[config.mk]
export PLATFORM = sky130hd
export DESIGN_NAME = msif_intfile
export DESIGN_NICKNAME = d
export VERILOG_FILES = /design/src/rtl/msif_pkg.sv /design/src/rtl/msif_sel_decode.sv /design/src/rtl/msif_array.sv /design/src/rtl/msif_prio.sv /design/src/rtl/msif_intfile.sv
export SDC_FILE = /design/constraint.sdc
export NUM_CORES = 1
export LEC_CHECK = 0
export BUFFER_PORTS_ARGS = -buffer_cell sky130_fd_sc_hd__buf_4
export CAP_MARGIN = 10
export CORE_ASPECT_RATIO = 0.6
export CORE_MARGIN = 5
export CORE_UTILIZATION = 35
export CTS_CLUSTER_DIAMETER = 30
export CTS_CLUSTER_SIZE = 10
export DETAILED_ROUTE_END_ITERATION = 12
export SYNTH_ARGS = -nofsm -noshare
export SYNTH_HDL_FRONTEND = slang
export SYNTH_HIERARCHICAL = 1
export SYNTH_SLANG_ARGS = --single-unit
[constraint.sdc]
create_clock -name clk -period 3.7 [get_ports clk]
set_input_delay 0.185 -clock clk [delete_from_list [all_inputs] [get_ports clk]]
set_output_delay 0.185 -clock clk [all_outputs]
set_load 0.02 [all_outputs]
[src/rtl/msif_pkg.sv]
package msif_pkg;

    typedef enum logic [1:0] {
        OP_READ  = 2'd0,
        OP_WRITE = 2'd1,
        OP_SET   = 2'd2,
        OP_CLEAR = 2'd3
    } msif_op_e;

    localparam logic [7:0] SEL_DELIVERY  = 8'h70;
    localparam logic [7:0] SEL_THRESHOLD = 8'h72;
    localparam logic [7:0] SEL_PEND_BASE = 8'h80;
    localparam logic [7:0] SEL_EN_BASE   = 8'hC0;

    // Result of one data-port access on a register of up to 64 bits
    function automatic logic [63:0] apply_op(msif_op_e op, logic [63:0] old_v, logic [63:0] arg);
        case (op)
            OP_WRITE: return arg;
            OP_SET:   return old_v | arg;
            OP_CLEAR: return old_v & ~arg;
            default:  return old_v;
        endcase
    endfunction

endpackage

[src/rtl/msif_sel_decode.sv]
module msif_sel_decode #(
    parameter int SEL_W  = 8,
    parameter int XLEN   = 32,
    parameter int NWORDS = 2,
    parameter int WIDX_W = 1
) (
    input  logic [SEL_W-1:0]  sel,
    output logic              is_deliv,
    output logic              is_thr,
    output logic              is_pend,
    output logic              is_en,
    output logic [WIDX_W-1:0] word_idx
);
    import msif_pkg::*;

    localparam int STRIDE = XLEN / 32;
    localparam int SHIFT  = $clog2(STRIDE);
    localparam int SPAN   = NWORDS * STRIDE;

    logic [SEL_W-1:0] off_p, off_e;
    logic             in_p, in_e, align_p, align_e;

    assign off_p = sel - SEL_W'(SEL_PEND_BASE);
    assign off_e = sel - SEL_W'(SEL_EN_BASE);
    assign in_p  = (sel >= SEL_W'(SEL_PEND_BASE)) && (off_p < SEL_W'(SPAN));
    assign in_e  = (sel >= SEL_W'(SEL_EN_BASE)) && (off_e < SEL_W'(SPAN));

    generate
        if (STRIDE == 1) begin : g_narrow
            assign align_p = 1'b1;
            assign align_e = 1'b1;
        end else begin : g_wide
            // wide words use only every STRIDE-th select number
            assign align_p = (off_p & SEL_W'(STRIDE - 1)) == '0;
            assign align_e = (off_e & SEL_W'(STRIDE - 1)) == '0;
        end
    endgenerate

    assign is_deliv = (sel == SEL_W'(SEL_DELIVERY));
    assign is_thr   = (sel == SEL_W'(SEL_THRESHOLD));
    assign is_pend  = in_p && align_p;
    assign is_en    = in_e && align_e;
    assign word_idx = is_pend ? WIDX_W'(off_p >> SHIFT) : WIDX_W'(off_e >> SHIFT);

endmodule

[src/rtl/msif_array.sv]
module msif_array #(
    parameter int XLEN    = 32,
    parameter int NWORDS  = 2,
    parameter int NUM_IDS = 63,
    parameter int IDW     = 6,
    parameter int WIDX_W  = 1,
    localparam int NBITS  = NWORDS * XLEN
) (
    input  logic                clk,
    input  logic                rst_n,
    input  logic                op_valid,
    input  msif_pkg::msif_op_e  op_kind,
    input  logic [WIDX_W-1:0]   op_idx,
    input  logic [XLEN-1:0]     op_data,
    input  logic                set_valid,
    input  logic [IDW-1:0]      set_id,
    input  logic                clr_valid,
    input  logic [IDW-1:0]      clr_id,
    output logic [NBITS-1:0]    bits
);
    import msif_pkg::*;

    function automatic logic [NBITS-1:0] impl_mask();
        logic [NBITS-1:0] m;
        for (int i = 0; i < NBITS; i++) m[i] = (i >= 1) && (i <= NUM_IDS);
        return m;
    endfunction

    localparam logic [NBITS-1:0] IMPL_MASK = impl_mask();

    logic [NBITS-1:0] bits_d, bits_q, upd;

    generate
        for (genvar w = 0; w < NWORDS; w++) begin : g_word
            assign upd[w*XLEN +: XLEN] = (op_valid && op_idx == WIDX_W'(w))
                ? XLEN'(apply_op(op_kind, 64'(bits_q[w*XLEN +: XLEN]), 64'(op_data)))
                : bits_q[w*XLEN +: XLEN];
        end
    endgenerate

    always_comb begin
        bits_d = upd;
        if (clr_valid) bits_d[clr_id] = 1'b0;
        if (set_valid) bits_d[set_id] = 1'b1;   // a new message wins over any clear
        bits_d = bits_d & IMPL_MASK;
    end

    always_ff @(posedge clk) begin
        if (!rst_n) bits_q <= '0;
        else        bits_q <= bits_d;
    end

    assign bits = bits_q;

    AST_SET_LANDS: assert property (@(posedge clk) disable iff (!rst_n)
        set_valid |=> bits_q[$past(set_id)]);

    AST_CLR_LANDS: assert property (@(posedge clk) disable iff (!rst_n)
        clr_valid && !(set_valid && set_id == clr_id) |=> !bits_q[$past(clr_id)]);

    AST_OP_CLEARS: assert property (@(posedge clk) disable iff (!rst_n)
        op_valid && op_kind == OP_CLEAR && !set_valid
        |=> (bits_q[$past(op_idx)*XLEN +: XLEN] & $past(op_data)) == '0);

endmodule

[src/rtl/msif_prio.sv]
module msif_prio #(
    parameter int NBITS = 64,
    parameter int IDW   = 6
) (
    input  logic [NBITS-1:0] elig,
    output logic             found,
    output logic [IDW-1:0]   top_id
);
    always_comb begin
        found  = 1'b0;
        top_id = '0;
        for (int i = NBITS - 1; i >= 0; i--) begin
            if (elig[i]) begin
                found  = 1'b1;
                top_id = IDW'(i);
            end
        end
    end
endmodule

[src/rtl/msif_intfile.sv]
module msif_intfile #(
    parameter int XLEN    = 32,
    parameter int NUM_IDS = 63,
    parameter int SEL_W   = 8
) (
    input  logic             clk,
    input  logic             rst_n,
    input  logic             msi_valid,
    input  logic [31:0]      msi_data,
    input  logic             sel_we,
    input  logic [SEL_W-1:0] sel_wdata,
    input  logic             data_valid,
    input  logic [1:0]       data_op,
    input  logic [XLEN-1:0]  data_wdata,
    output logic [XLEN-1:0]  data_rdata,
    input  logic             claim_ack,
    output logic [31:0]      claim_value,
    output logic             irq
);
    import msif_pkg::*;

    localparam int NWORDS = (NUM_IDS + 1) / XLEN;
    localparam int NBITS  = NWORDS * XLEN;
    localparam int IDW    = $clog2(NUM_IDS + 1);
    localparam int WIDX_W = (NWORDS > 1) ? $clog2(NWORDS) : 1;

    typedef struct packed {
        logic [SEL_W-1:0] sel;
        logic             deliv;
        logic [IDW-1:0]   thr;
    } ctl_t;

    ctl_t ctl_d, ctl_q;

    logic              is_deliv, is_thr, is_pend, is_en;
    logic [WIDX_W-1:0] word_idx;
    logic [NBITS-1:0]  pend_bits, en_bits, thr_mask, elig;
    logic              msi_ok, found;
    logic [IDW-1:0]    top_id;
    msif_op_e          op_kind;

    assign op_kind = msif_op_e'(data_op);

    msif_sel_decode #(.SEL_W(SEL_W), .XLEN(XLEN), .NWORDS(NWORDS), .WIDX_W(WIDX_W)) u_dec (
        .sel      (ctl_q.sel),
        .is_deliv (is_deliv),
        .is_thr   (is_thr),
        .is_pend  (is_pend),
        .is_en    (is_en),
        .word_idx (word_idx)
    );

    assign msi_ok = msi_valid && (msi_data != 32'd0) && (msi_data <= 32'(NUM_IDS));

    msif_array #(.XLEN(XLEN), .NWORDS(NWORDS), .NUM_IDS(NUM_IDS), .IDW(IDW), .WIDX_W(WIDX_W)) u_pend (
        .clk       (clk),
        .rst_n     (rst_n),
        .op_valid  (data_valid && is_pend),
        .op_kind   (op_kind),
        .op_idx    (word_idx),
        .op_data   (data_wdata),
        .set_valid (msi_ok),
        .set_id    (msi_data[IDW-1:0]),
        .clr_valid (claim_ack && found),
        .clr_id    (top_id),
        .bits      (pend_bits)
    );

    msif_array #(.XLEN(XLEN), .NWORDS(NWORDS), .NUM_IDS(NUM_IDS), .IDW(IDW), .WIDX_W(WIDX_W)) u_en (
        .clk       (clk),
        .rst_n     (rst_n),
        .op_valid  (data_valid && is_en),
        .op_kind   (op_kind),
        .op_idx    (word_idx),
        .op_data   (data_wdata),
        .set_valid (1'b0),
        .set_id    ('0),
        .clr_valid (1'b0),
        .clr_id    ('0),
        .bits      (en_bits)
    );

    always_comb begin
        for (int i = 0; i < NBITS; i++)
            thr_mask[i] = (ctl_q.thr == '0) || (IDW'(i) < ctl_q.thr);
    end

    assign elig = pend_bits & en_bits & thr_mask;

    msif_prio #(.NBITS(NBITS), .IDW(IDW)) u_prio (
        .elig   (elig),
        .found  (found),
        .top_id (top_id)
    );

    assign claim_value = found ? {16'(top_id), 16'(top_id)} : 32'd0;
    assign irq         = ctl_q.deliv && found;

    always_comb begin
        ctl_d = ctl_q;
        if (sel_we) ctl_d.sel = sel_wdata;
        if (data_valid && is_deliv)
            ctl_d.deliv = apply_op(op_kind, 64'(ctl_q.deliv), 64'(data_wdata)) != 64'd0 ?
                          apply_op(op_kind, 64'(ctl_q.deliv), 64'(data_wdata)) == 64'd1 ||
                          apply_op(op_kind, 64'(ctl_q.deliv), 64'(data_wdata)) % 2 == 64'd1 : 1'b0;
        if (data_valid && is_thr)
            ctl_d.thr = IDW'(apply_op(op_kind, 64'(ctl_q.thr), 64'(data_wdata)));
    end

    always_ff @(posedge clk) begin
        if (!rst_n) ctl_q <= '0;
        else        ctl_q <= ctl_d;
    end

    always_comb begin
        data_rdata = '0;
        if (is_deliv)     data_rdata = XLEN'(ctl_q.deliv);
        else if (is_thr)  data_rdata = XLEN'(ctl_q.thr);
        else if (is_pend) data_rdata = pend_bits[word_idx*XLEN +: XLEN];
        else if (is_en)   data_rdata = en_bits[word_idx*XLEN +: XLEN];
    end

    AST_IRQ_ELIGIBLE: assert property (@(posedge clk) disable iff (!rst_n)
        irq |-> ctl_q.deliv && pend_bits[top_id] && en_bits[top_id]);

    AST_CLAIM_BELOW_THR: assert property (@(posedge clk) disable iff (!rst_n)
        claim_value != 32'd0 |-> (ctl_q.thr == '0) || (claim_value[IDW-1:0] < ctl_q.thr));

    AST_SEL_HELD: assert property (@(posedge clk) disable iff (!rst_n)
        !sel_we |=> $stable(ctl_q.sel));

    AST_BAD_MSI_IGNORED: assert property (@(posedge clk) disable iff (!rst_n)
        msi_valid && !msi_ok && !data_valid && !claim_ack |=> $stable(pend_bits));

endmodule

==> metrics <==
Rows just over 50; wire length per cell about 27 µm; failing checks setup timing; Synth Flop Type dfxtp_1; vias in the first global route around 13000; Iter 0 DRT Violations about 2500; leakage 5.73 nW; Hold Crit Depth 3; Placed Area roughly 14000 µm²; Worst-path clk slew approximately 70 ps; Arr. time, crit path a little over 4000 ps; largest net degree at the start of global routing between 100 and 150; pwr dens roughly 250 nW/µm²; status complete, but fails checks; sequential element share of the synthesized area around 24%; most instantiated cells after synthesis 189 x nand2_1, 182 x nor2_1, 176 x a21oi_1, 141 x dfxtp_1, 123 x o21ai_0; Detail Placement HPWL approximately 46 mm; # fillers approximately 3200; Worst Skew between 7 and 8 ps; GRT Util Overall 31.6%; Power Total between 0.003 and 0.004 W; drt total wl just over 60 mm; die area 36800 µm²; cts bufs inserted 17; Final Instance Area 15500 µm²; GR Util met3 12.8%; Req. time, crit path between 4000 and 5000 ps; Area Overhead vs Synth 34.7%; initial antenna violation count 1; Max Freq 263 MHz; final period utilization 103%; Max IR drop VDD approximately 0.35 mV; total number of vias 14573; Yosys top cell area share about 24%; routability cong. roughly 1.1; drt pass-1 iters 8; library cells used by synthesis between 70 and 80; IO Pins about 150; Clock Sinks around 140; worst slew pin tran approximately 1100 ps; Yosys warnings 6; Max Slew Vio Count 0; clk root buf clkbuf_16; #FFs+latches synth about 140; DR vias/cell roughly 6.4; Setup TNS Final -505 ps; Post-DRT Antenna Nets 0; final net count between 1500 and 2000; IO buf count between 100 and 150; max-cap check violation count 0; fraction of registers with async set/reset 0%; Antenna Diode Count 0; H-Tree Depth 4; post-synthesis cell area about 12000 µm²; Post-Syn Instances approximately 1600; Final Core Density between 40% and 50%; Starting Density ~35%; CP endpoint kind flop; most frequent cell after synthesis nand2_1; Final Hold Viols 0; worst-skew pair later-pin latency 430 ps; worst-path fanout max 7; Core Area about 32000 µm²; final critical-path setup slack -108 ps; Startpoint Class flop; Most Used Layer, Global Route met1; Mapped Avg Cell Area between 7 and 8 µm²; total grt overflow 0; share of layout cells above drive strength 1 31.9%; Yosys top cell by area dfxtp_1; DRC 0; Slew headroom between 20% and 30%; CTS tree done; DIE HEIGHT around 150 µm; RSZ-0062 raised after global routing yes; crit path kind reg -> reg; first-pass GRT wire length approximately 87 mm; met1 GRT Util 46.1%; chip width roughly 240 µm; worst-case clock buffer depth 2; Final min period approximately 3800 ps; setup violators final 15; Synth area leaders dfxtp_1 24%, a21oi_1 7.6%, o32ai_1 7.4%, nand2_1 6.2%, mux2_2 6.1%; cells on worst reg2reg path 17; met2 GRT Util between 40% and 50%; Post-synth EDFFs 0; Worst Hold Class in -> reg
## sequential cells by signal, summed over array words and instances (netlist names)
signal / count
ctl_q: 15
u_pend/bits: 63
u_en/bits: 63
## worst max-delay path: stages (launching register included)
cell       delay (ps)
dfxtp_4           370
buf_12            130
clkbuf_16         140
or4bb_4           470
o211ai_1          290
nor3_2             80
or4_4             570
nor2_4            150
buf_6             120
nand2_4            50
nor2_4            110
nand2_2            80
and2_1            160
buf_4             170
nand4_1           120
buf_6             190
o21ai_2            70
o32ai_1           390
## layout make-up
| cell class | count | area, µm² | share of cell area (%) |
|---|---|---|---|
| inverters | 15 | 56.3 | 0.363 |
| multi-input cells | 1351 | 8830 | 56.9 |
| flip-flops and latches | 141 | 2840 | 18.3 |
| well taps | 424 | 531 | 3.42 |
| clock buffers | 18 | 439 | 2.83 |
| repair buffers | 328 | 2700 | 17.4 |
| clock inverters | 14 | 133 | 0.854 |
## layout by cell type, fill, tap and decap left out, types with 11 or more instances in the layout
cell	netlist	final
a21oi_1	176	159
a21oi_2	0	12
a22oi_1	30	30
buf_4	45	288
buf_6	8	31
clkbuf_16	0	18
conb_1	3	64
dfxtp_1	141	134
inv_1	15	13
mux2_2	62	62
nand2_1	189	183
nand3_1	37	32
nand3b_1	15	15
nor2_1	182	166
nor2_2	1	11
nor2b_1	27	23
nor3_1	28	23
nor4_1	28	19
o211ai_1	34	34
o21ai_0	123	78
o21ai_1	4	18
o21ai_2	0	30
o22ai_1	24	24
o32ai_1	97	80
o32ai_2	0	17
xnor2_1	65	65
## metrics by stage
| step | instances | hold slack [ps] | worst slack, ps |
|---|---|---|---|
| after floorplan | 1657 | 333 | 377 |
| after global placement | 2233 | 444 | -600 |
| after detailed placement | 2233 | 451 | -575 |
| after CTS | 2269 | 2.51 | 7.36 |
| after global routing | 2291 | 21.7 | -273 |
| final | 2291 | 8.28 | -108 |
## what timing repair did
item	4_1_cts	5_1_grt
resized for setup	28	236
hold buffers	0	0
endpoints found under the setup margin	76	76
setup buffers	4	21
cloned	0	1
pin swaps	6	79
## power breakdown
part / switching [W] / internal, W / leakage [nW]
clock network: 0.000780 / 0.000953 / 0.262
logic: 0.000374 / 0.000215 / 4.33
registers: 0.0000245 / 0.00153 / 1.14
total: 0.00118 / 0.00270 / 5.73
## per-layer routing
| layer | vias up | part of all wire, % |
|---|---|---|
| met5 | - | 0.013 |
| met4 | 2 | 2.6 |
| met3 | 123 | 16 |
| met2 | 1175 | 38 |
| met1 | 6914 | 43 |
| li1 | 6359 | - |
## final timing paths
kind / slack, ps / start / end
worst max-delay path: -110 / ctl_q[3] / u_pend/bits[31]
worst min-delay path: 8 / sel_wdata[2] / ctl_q[9]
worst min register to register: 540 / u_pend/bits[35] / u_pend/bits[35]
worst max register to register: -110 / ctl_q[3] / u_pend/bits[31]
## kinds of logic (layout without fill, tap and decap cells)
kind of cell           after synthesis  count (layout)  synth area share (%)
flip-flops                         141             141                  24.5
AO/OA/AOI/OAI                      550             550                  30.5
other                                3              64                0.0977
XOR/XNOR                            65              65                  4.94
multiplexers                        71              71                  6.84
buffers and inverters              165             375                  7.82
AND/OR/NAND/NOR                    601             601                  25.3
No activity file was read; power rests on OpenSTA's default activity.
